**config.mk**
```make
export PLATFORM = sky130hd
export DESIGN_NAME = irq_status_unit
export DESIGN_NICKNAME = d
export VERILOG_FILES = /design/src/rtl/irq_unit_pkg.sv /design/src/rtl/irq_mask_reg.sv /design/src/rtl/irq_status_reg.sv /design/src/rtl/irq_req_gen.sv /design/src/rtl/irq_status_unit.sv
export SDC_FILE = /design/constraint.sdc
export NUM_CORES = 1
export LEC_CHECK = 0
export BUFFER_PORTS_ARGS = -buffer_cell sky130_fd_sc_hd__clkbuf_2
export CAP_MARGIN = 20
export CELL_PAD_IN_SITES_DETAIL_PLACEMENT = 1
export CELL_PAD_IN_SITES_GLOBAL_PLACEMENT = 2
export CORE_MARGIN = 2
export CORE_UTILIZATION = 25
export CTS_CLUSTER_SIZE = 30
export DETAILED_ROUTE_END_ITERATION = 12
export GPL_TIMING_DRIVEN = 1
export PLACE_DENSITY_LB_ADDON = 0.1
export REMOVE_ABC_BUFFERS = 1
export SLEW_MARGIN = 20
export SYNTH_ARGS = -nofsm -noshare
export SYNTH_HDL_FRONTEND = slang
export SYNTH_SLANG_ARGS = --single-unit
```
**constraint.sdc**
```tcl
create_clock -name clk -period 2.6 [get_ports clk]
set_input_delay 0.52 -clock clk [delete_from_list [all_inputs] [get_ports clk]]
set_output_delay 0.52 -clock clk [all_outputs]
set_load 0.005 [all_outputs]
```
**src/rtl/irq_unit_pkg.sv**
```systemverilog
package irq_unit_pkg;

    typedef enum logic [1:0] {
        SEL_STATUS  = 2'd0,
        SEL_MASK    = 2'd1,
        SEL_ENABLE  = 2'd2,
        SEL_DISABLE = 2'd3
    } reg_sel_e;

endpackage

```
**src/rtl/irq_mask_reg.sv**
```systemverilog
module irq_mask_reg #(
    parameter int             NSRC  = 10,
    parameter logic [NSRC-1:0] VALID = 10'h2FF
) (
    input  logic            clk,
    input  logic            rst_n,
    input  logic            en_hit,
    input  logic            dis_hit,
    input  logic [NSRC-1:0] data,
    output logic [NSRC-1:0] mask_q
);

    logic [NSRC-1:0] data_v;

    assign data_v = data & VALID;

    // inverted-sense mask: one blocks the source
    always_ff @(posedge clk or negedge rst_n) begin
        if (!rst_n) begin
            mask_q <= VALID;
        end else if (en_hit) begin
            mask_q <= mask_q & ~data_v;
        end else if (dis_hit) begin
            mask_q <= mask_q | data_v;
        end
    end

endmodule

```
**src/rtl/irq_status_reg.sv**
```systemverilog
module irq_status_reg #(
    parameter int             NSRC   = 10,
    parameter logic [NSRC-1:0] VALID  = 10'h2FF,
    parameter logic [NSRC-1:0] STICKY = 10'h21D
) (
    input  logic            clk,
    input  logic            rst_n,
    input  logic [NSRC-1:0] src_in,
    input  logic [NSRC-1:0] clr_vec,
    output logic [NSRC-1:0] status_q
);

    genvar i;
    generate
        for (i = 0; i < NSRC; i++) begin : g_bit
            localparam logic KEEP = STICKY[i];
            localparam logic LIVE = VALID[i];
            logic nxt;

            // a sticky bit holds until cleared, and an event beats the clear;
            // a level bit simply copies its condition
            assign nxt = LIVE & (src_in[i] | (KEEP & status_q[i] & ~clr_vec[i]));

            always_ff @(posedge clk or negedge rst_n) begin
                if (!rst_n) begin
                    status_q[i] <= 1'b0;
                end else begin
                    status_q[i] <= nxt;
                end
            end
        end
    endgenerate

endmodule

```
**src/rtl/irq_req_gen.sv**
```systemverilog
module irq_req_gen #(
    parameter int             NSRC  = 10,
    parameter logic [NSRC-1:0] VALID = 10'h2FF
) (
    input  logic            clk,
    input  logic            rst_n,
    input  logic [NSRC-1:0] status_q,
    input  logic [NSRC-1:0] mask_q,
    output logic            irq_q
);

    logic [NSRC-1:0] pending;

    assign pending = status_q & ~mask_q & VALID;

    always_ff @(posedge clk or negedge rst_n) begin
        if (!rst_n) begin
            irq_q <= 1'b0;
        end else begin
            irq_q <= |pending;
        end
    end

endmodule

```
**src/rtl/irq_status_unit.sv**
```systemverilog
module irq_status_unit
    import irq_unit_pkg::*;
#(
    parameter int             NSRC        = 10,
    parameter logic [NSRC-1:0] VALID_MASK  = 10'h2FF,
    parameter logic [NSRC-1:0] STICKY_MASK = 10'h21D
) (
    input  logic            clk,
    input  logic            rst_n,
    input  logic [NSRC-1:0] src_in,
    input  logic            wr_en,
    input  logic [1:0]      wr_sel,
    input  logic [NSRC-1:0] wr_data,
    input  logic [1:0]      rd_sel,
    output logic [NSRC-1:0] rd_data,
    output logic            irq
);

    reg_sel_e        wsel;
    reg_sel_e        rsel;
    logic            clr_hit;
    logic            en_hit;
    logic            dis_hit;
    logic [NSRC-1:0] clr_vec;
    logic [NSRC-1:0] status_q;
    logic [NSRC-1:0] mask_q;

    assign wsel    = reg_sel_e'(wr_sel);
    assign rsel    = reg_sel_e'(rd_sel);
    assign clr_hit = wr_en && (wsel == SEL_STATUS);
    assign en_hit  = wr_en && (wsel == SEL_ENABLE);
    assign dis_hit = wr_en && (wsel == SEL_DISABLE);
    assign clr_vec = clr_hit ? wr_data : '0;

    irq_status_reg #(
        .NSRC   (NSRC),
        .VALID  (VALID_MASK),
        .STICKY (STICKY_MASK)
    ) u_status (
        .clk      (clk),
        .rst_n    (rst_n),
        .src_in   (src_in),
        .clr_vec  (clr_vec),
        .status_q (status_q)
    );

    irq_mask_reg #(
        .NSRC  (NSRC),
        .VALID (VALID_MASK)
    ) u_mask (
        .clk     (clk),
        .rst_n   (rst_n),
        .en_hit  (en_hit),
        .dis_hit (dis_hit),
        .data    (wr_data),
        .mask_q  (mask_q)
    );

    irq_req_gen #(
        .NSRC  (NSRC),
        .VALID (VALID_MASK)
    ) u_req (
        .clk      (clk),
        .rst_n    (rst_n),
        .status_q (status_q),
        .mask_q   (mask_q),
        .irq_q    (irq)
    );

    always_comb begin
        unique case (rsel)
            SEL_STATUS:  rd_data = status_q;
            SEL_MASK:    rd_data = mask_q;
            SEL_ENABLE:  rd_data = '0;
            SEL_DISABLE: rd_data = '0;
            default:     rd_data = '0;
        endcase
    end

endmodule

```
* Word level (Yosys, flattened, before mapping)
Index checks and enable logic that the tools add are counted.
Widths: inputs -> output; s select.
** Word-level totals
- Bits of input ports :: 27
- Bits in registers :: 20
** Operators by class
- Equality and inequality tests :: 5
- Bitwise logic cells :: 20
- Reductions and logical operators :: 8
- Muxes and demuxes :: 4
** Operator list (count)
- $mux 10 :: 3
- $pmux 10 s3 :: 1
- $and 10x10->10 :: 2
- $not 10->10 :: 2
- $or 10x10->10 :: 1
- $reduce_or 9->1 :: 1
- $eq 2x2->1 const B :: 4
- $and 1x1->1 :: 5
- $not 1->1 :: 5
- $or 1x1->1 :: 5
- $logic_not 2->1 :: 2
- $logic_and 1x1->1 :: 3
- $eq 2x1->1 const B :: 1
- $reduce_bool 2->1 :: 1
- $reduce_or 2->1 :: 1

* Longest topological paths before layout
- Word-level depth :: 6
- Gate-level depth with buffers :: 4
- Mapped depth without buffers :: 3

* Modules after synthesis
Synthesis repeated with hierarchy kept, for this count alone.
** Second synthesis, totals
- Cell total of the unflattened synthesis :: 102
- Area, all modules :: 996.0 µm²
** By module, submodules not included
- irq_mask_reg :: area each 354.1 µm², cells each 31, instances 1
- irq_status_reg :: area each 292.8 µm², cells each 21, instances 1
- irq_status_unit :: area each 245.2 µm², cells each 36, instances 1
- irq_req_gen :: area each 103.8 µm², cells each 14, instances 1

* Worst setup path after synthesis
OpenSTA, ideal clock, no wires.
- Kind :: input-to-output
- From :: input rd_sel[0]
- To :: output rd_data[0]
- Stages :: 3
- Buffers on the path :: 1
- Path slack :: 1.085 ns
- Arrival :: 0.995 ns
- Cells stage by stage :: buf_2 -> mux2i_1 -> nor2_1
** On the way
- Longest elaborated chain between the ends :: 3
- Elaborated cells on any way between the ends :: 6
- Classes of those cells :: eq/ne: 3; mux: 1; reduce/logical: 2
** Ends and longest elaborated chain
- start: declaration :: line irq_status_unit.sv:14 : input logic [1:0] rd_sel,
- $eq 2x2->1 :: line irq_status_unit.sv:71 : unique case (rsel)
- $reduce_or 2->1 (no line)
- $pmux 10 s3 (*) :: line irq_status_unit.sv:71
- end: declaration :: line irq_status_unit.sv:15 : output logic [NSRC-1:0] rd_data,
Every way passes the cells marked *; elsewhere a longest branch is shown, timed or not.

* Worst setup path after layout
- From :: input rd_sel[0]
- To :: output rd_data[5]
Same word-level chain as after synthesis.

==> results.md <==
- Routability cong.: 0.699
- VDD IR-drop max: 0.000186 V
- Fin crit share: 0.661
- Crit-path slowest cell: clkbuf_2
- Asr flop ratio synth: 1.00
- Skew-Pair Late Insertion Delay: 250 ps
- Fin. Hold Viols: 0
- Share of layout cells above drive strength 1: 0.471
- Clock power frac: 0.281
- Leak: 0.597 nW
- Worst Reg-to-Reg Cells: 3
- RSZ-0062 raised after global routing: no
- # DRC: 0
- Combinational power share: 0.201
- Worst slew pin tran: 515 ps
- Initial antenna violation count: 0
- Post-DRT Antenna Nets: 0
- Initial Utilization: 0.263
- Arr. time, crit path: 1200 ps
- Bufs on Longest Clock Path: 2
- Floorplan row count: 22
- TNS Setup: 0 ps
- Remaining Overflow, GRT: 0
- Mean Syn Cell Area: 11.3 µm²
- Critical-path maximum fanout: 9
- Fillcell total: 436
- Die ar.: 4390 µm²
- Netlist cell types: 20
- Drt first pass iters: 4
- Wire per inst: 13.5 µm
- Highest Clock Rate: 582 MHz
- Status: completed
- R2R setup slack: 1390 ps
- Biggest cell delay along the critical path: 270 ps
- Global-route wire length before repair: 3710 µm
- Clock Sink Count: 19
- CTS tree: built
- Core area: 3690 µm²
- DRT iter0 DRCs: 16
- Pint: 541 µW
- YS warnings: 0
- CP endpoint kind: output port
- Slew headroom: 0.657
- WS Path Type: in -> out
- Clock Tree Root: clkbuf_8
- Vias per cell: 4.13
- Area Growth Syn to Fin: 25.0%
- Sequential share of power: 0.518
- Worst path cell trace: clkbuf_2, mux2i_1, nor2_1, clkbuf_2
- Register area: 487 µm²
- Pin count of the biggest net entering global routing: 20
- Area of the multi-input gates: 428 µm²
- Nets: 147
- Worst endpoint required time: 2080 ps
- I/O pin count: 38
- Synthesized flop and latch total: 19
- Crit Reg-Reg Endpoint: u_req.irq_q
- Final HPWL DP: 1700 µm
- # hold bufs at CTS: 0
- Largest cells by area after synthesis: dfrtp_1 26%, dfstp_2 24%, mux2_4 14%, mux2i_1 9.3%, nand2_1 5.4%
- CTS Buf Count: 3
- MaxCap Viol Count: 0
- Area leader, netlist: dfrtp_1
- Most common cell in the netlist: nand2_1
- Post-synth design cell area: 970 µm²
- CP bufs+invs: 2
- Width of the chip: 66.3 µm
- Post-synth top cells: 14 x nand2_1, 10 x dfrtp_1
- Most common cell on crit path: clkbuf_2
- Htree depth: 1
- Net Sw Power: 182 µW
- Tot GR Track Use: 0.114
- Sw Share: 0.251
- Critical Path Start Type: primary input
- Synth Instances: 86
- WL final: 2260 µm
- Vias: 689
- Die height: 66.3 µm
- Prevailing post-synth register cell: dfrtp_1
- Final setup fails: 0
- Max-slew violations: 0
- Worst Skew: 6.45 ps
- Final min period: 1720 ps
- Vias in the first global route: 761
- Crit path max-delay family: buffers and inverters
- Hold Crit Class: in -> async
- Power Dens Cells: 596 nW/µm²
- PortBufs: 34
- Reg clk slew, reported paths: 70 ps
- Share of the synthesized area in the top cell type: 0.258
- Post-synth EDFFs: 0
- Ant diodes: 0
- # Post-CTS Setup Buffers: 0
- Final Core Density: 0.329
- Total power: 723 µW
- Sequential fraction of the synthesis area: 0.502
- Post-cts resize count: 0
cells in the final DEF, fill, tap and decap left out, drive strengths merged:
cell,count
and2,1
clkbuf,38
nand3,1
mux2i,9
a22oi,1
nor2,9
a2111oi,1
a21o,5
dfstp,9
nor2b,3
nor3b,1
inv,6
nand2,14
a222oi,1
dfrtp,10
mux2,9
conb,1
metrics by stage:
| step | area [µm²] | hold WS [ps] | worst slack [ps] | instances |
|---|---|---|---|---|
| after detailed placement | 1170 | 510 | 862 | 163 |
| after CTS | 1210 | 234 | 864 | 167 |
| after global routing | 1210 | 253 | 812 | 167 |
| final | 1210 | 229 | 881 | 167 |
| after floorplan | 937 | 224 | 1350 | 81 |
| after global placement | 1170 | 491 | 860 | 163 |
worst max path at each step:
stage	startpoint	end	slack (ps)	cells after the start
detailed placement	rd_sel[0]	rd_data[5]	860	4
floorplan	rd_sel[0]	rd_data[0]	1350	2
CTS	rd_sel[0]	rd_data[4]	860	4
global placement	rd_sel[0]	rd_data[4]	860	4
finish	rd_sel[0]	rd_data[5]	880	4
global route	rd_sel[0]	rd_data[9]	810	4
per-layer routing:
metal | vias up | track usage | share of wire
li1 | 347 | - | -
met1 | 323 | 0.151 | 0.48
met2 | 17 | 0.185 | 0.47
met3 | 2 | 0.0273 | 0.052
met4 | 0 | 0.0306 | 0.0058
met5 | - | 0 | 0
cells by family after synthesis:
logic type / Yosys count / synth area share
simple gates: 29 / 0.139
flops: 19 / 0.502
mux: 18 / 0.232
buf+inv: 11 / 0.0568
compound gates: 8 / 0.0658
other cells: 1 / 0.00387
power by group through the flow:
stage | combinational (mW) | clock [mW] | sequential, mW
floorplan | 0.0890 | 0 | 0.371
global placement | 0.146 | 0 | 0.379
detailed placement | 0.149 | 0 | 0.380
CTS | 0.150 | 0.214 | 0.374
global route | 0.163 | 0.231 | 0.380
finish | 0.145 | 0.203 | 0.375
layout make-up:
cell class | instances | area share
clock buffer | 4 | 0.0372
timing repair buffer | 34 | 0.140
multi-input combinational | 56 | 0.353
inverter | 6 | 0.0186
sequential | 19 | 0.401
tap | 48 | 0.0495
No activity file was read; power rests on OpenSTA's default activity.
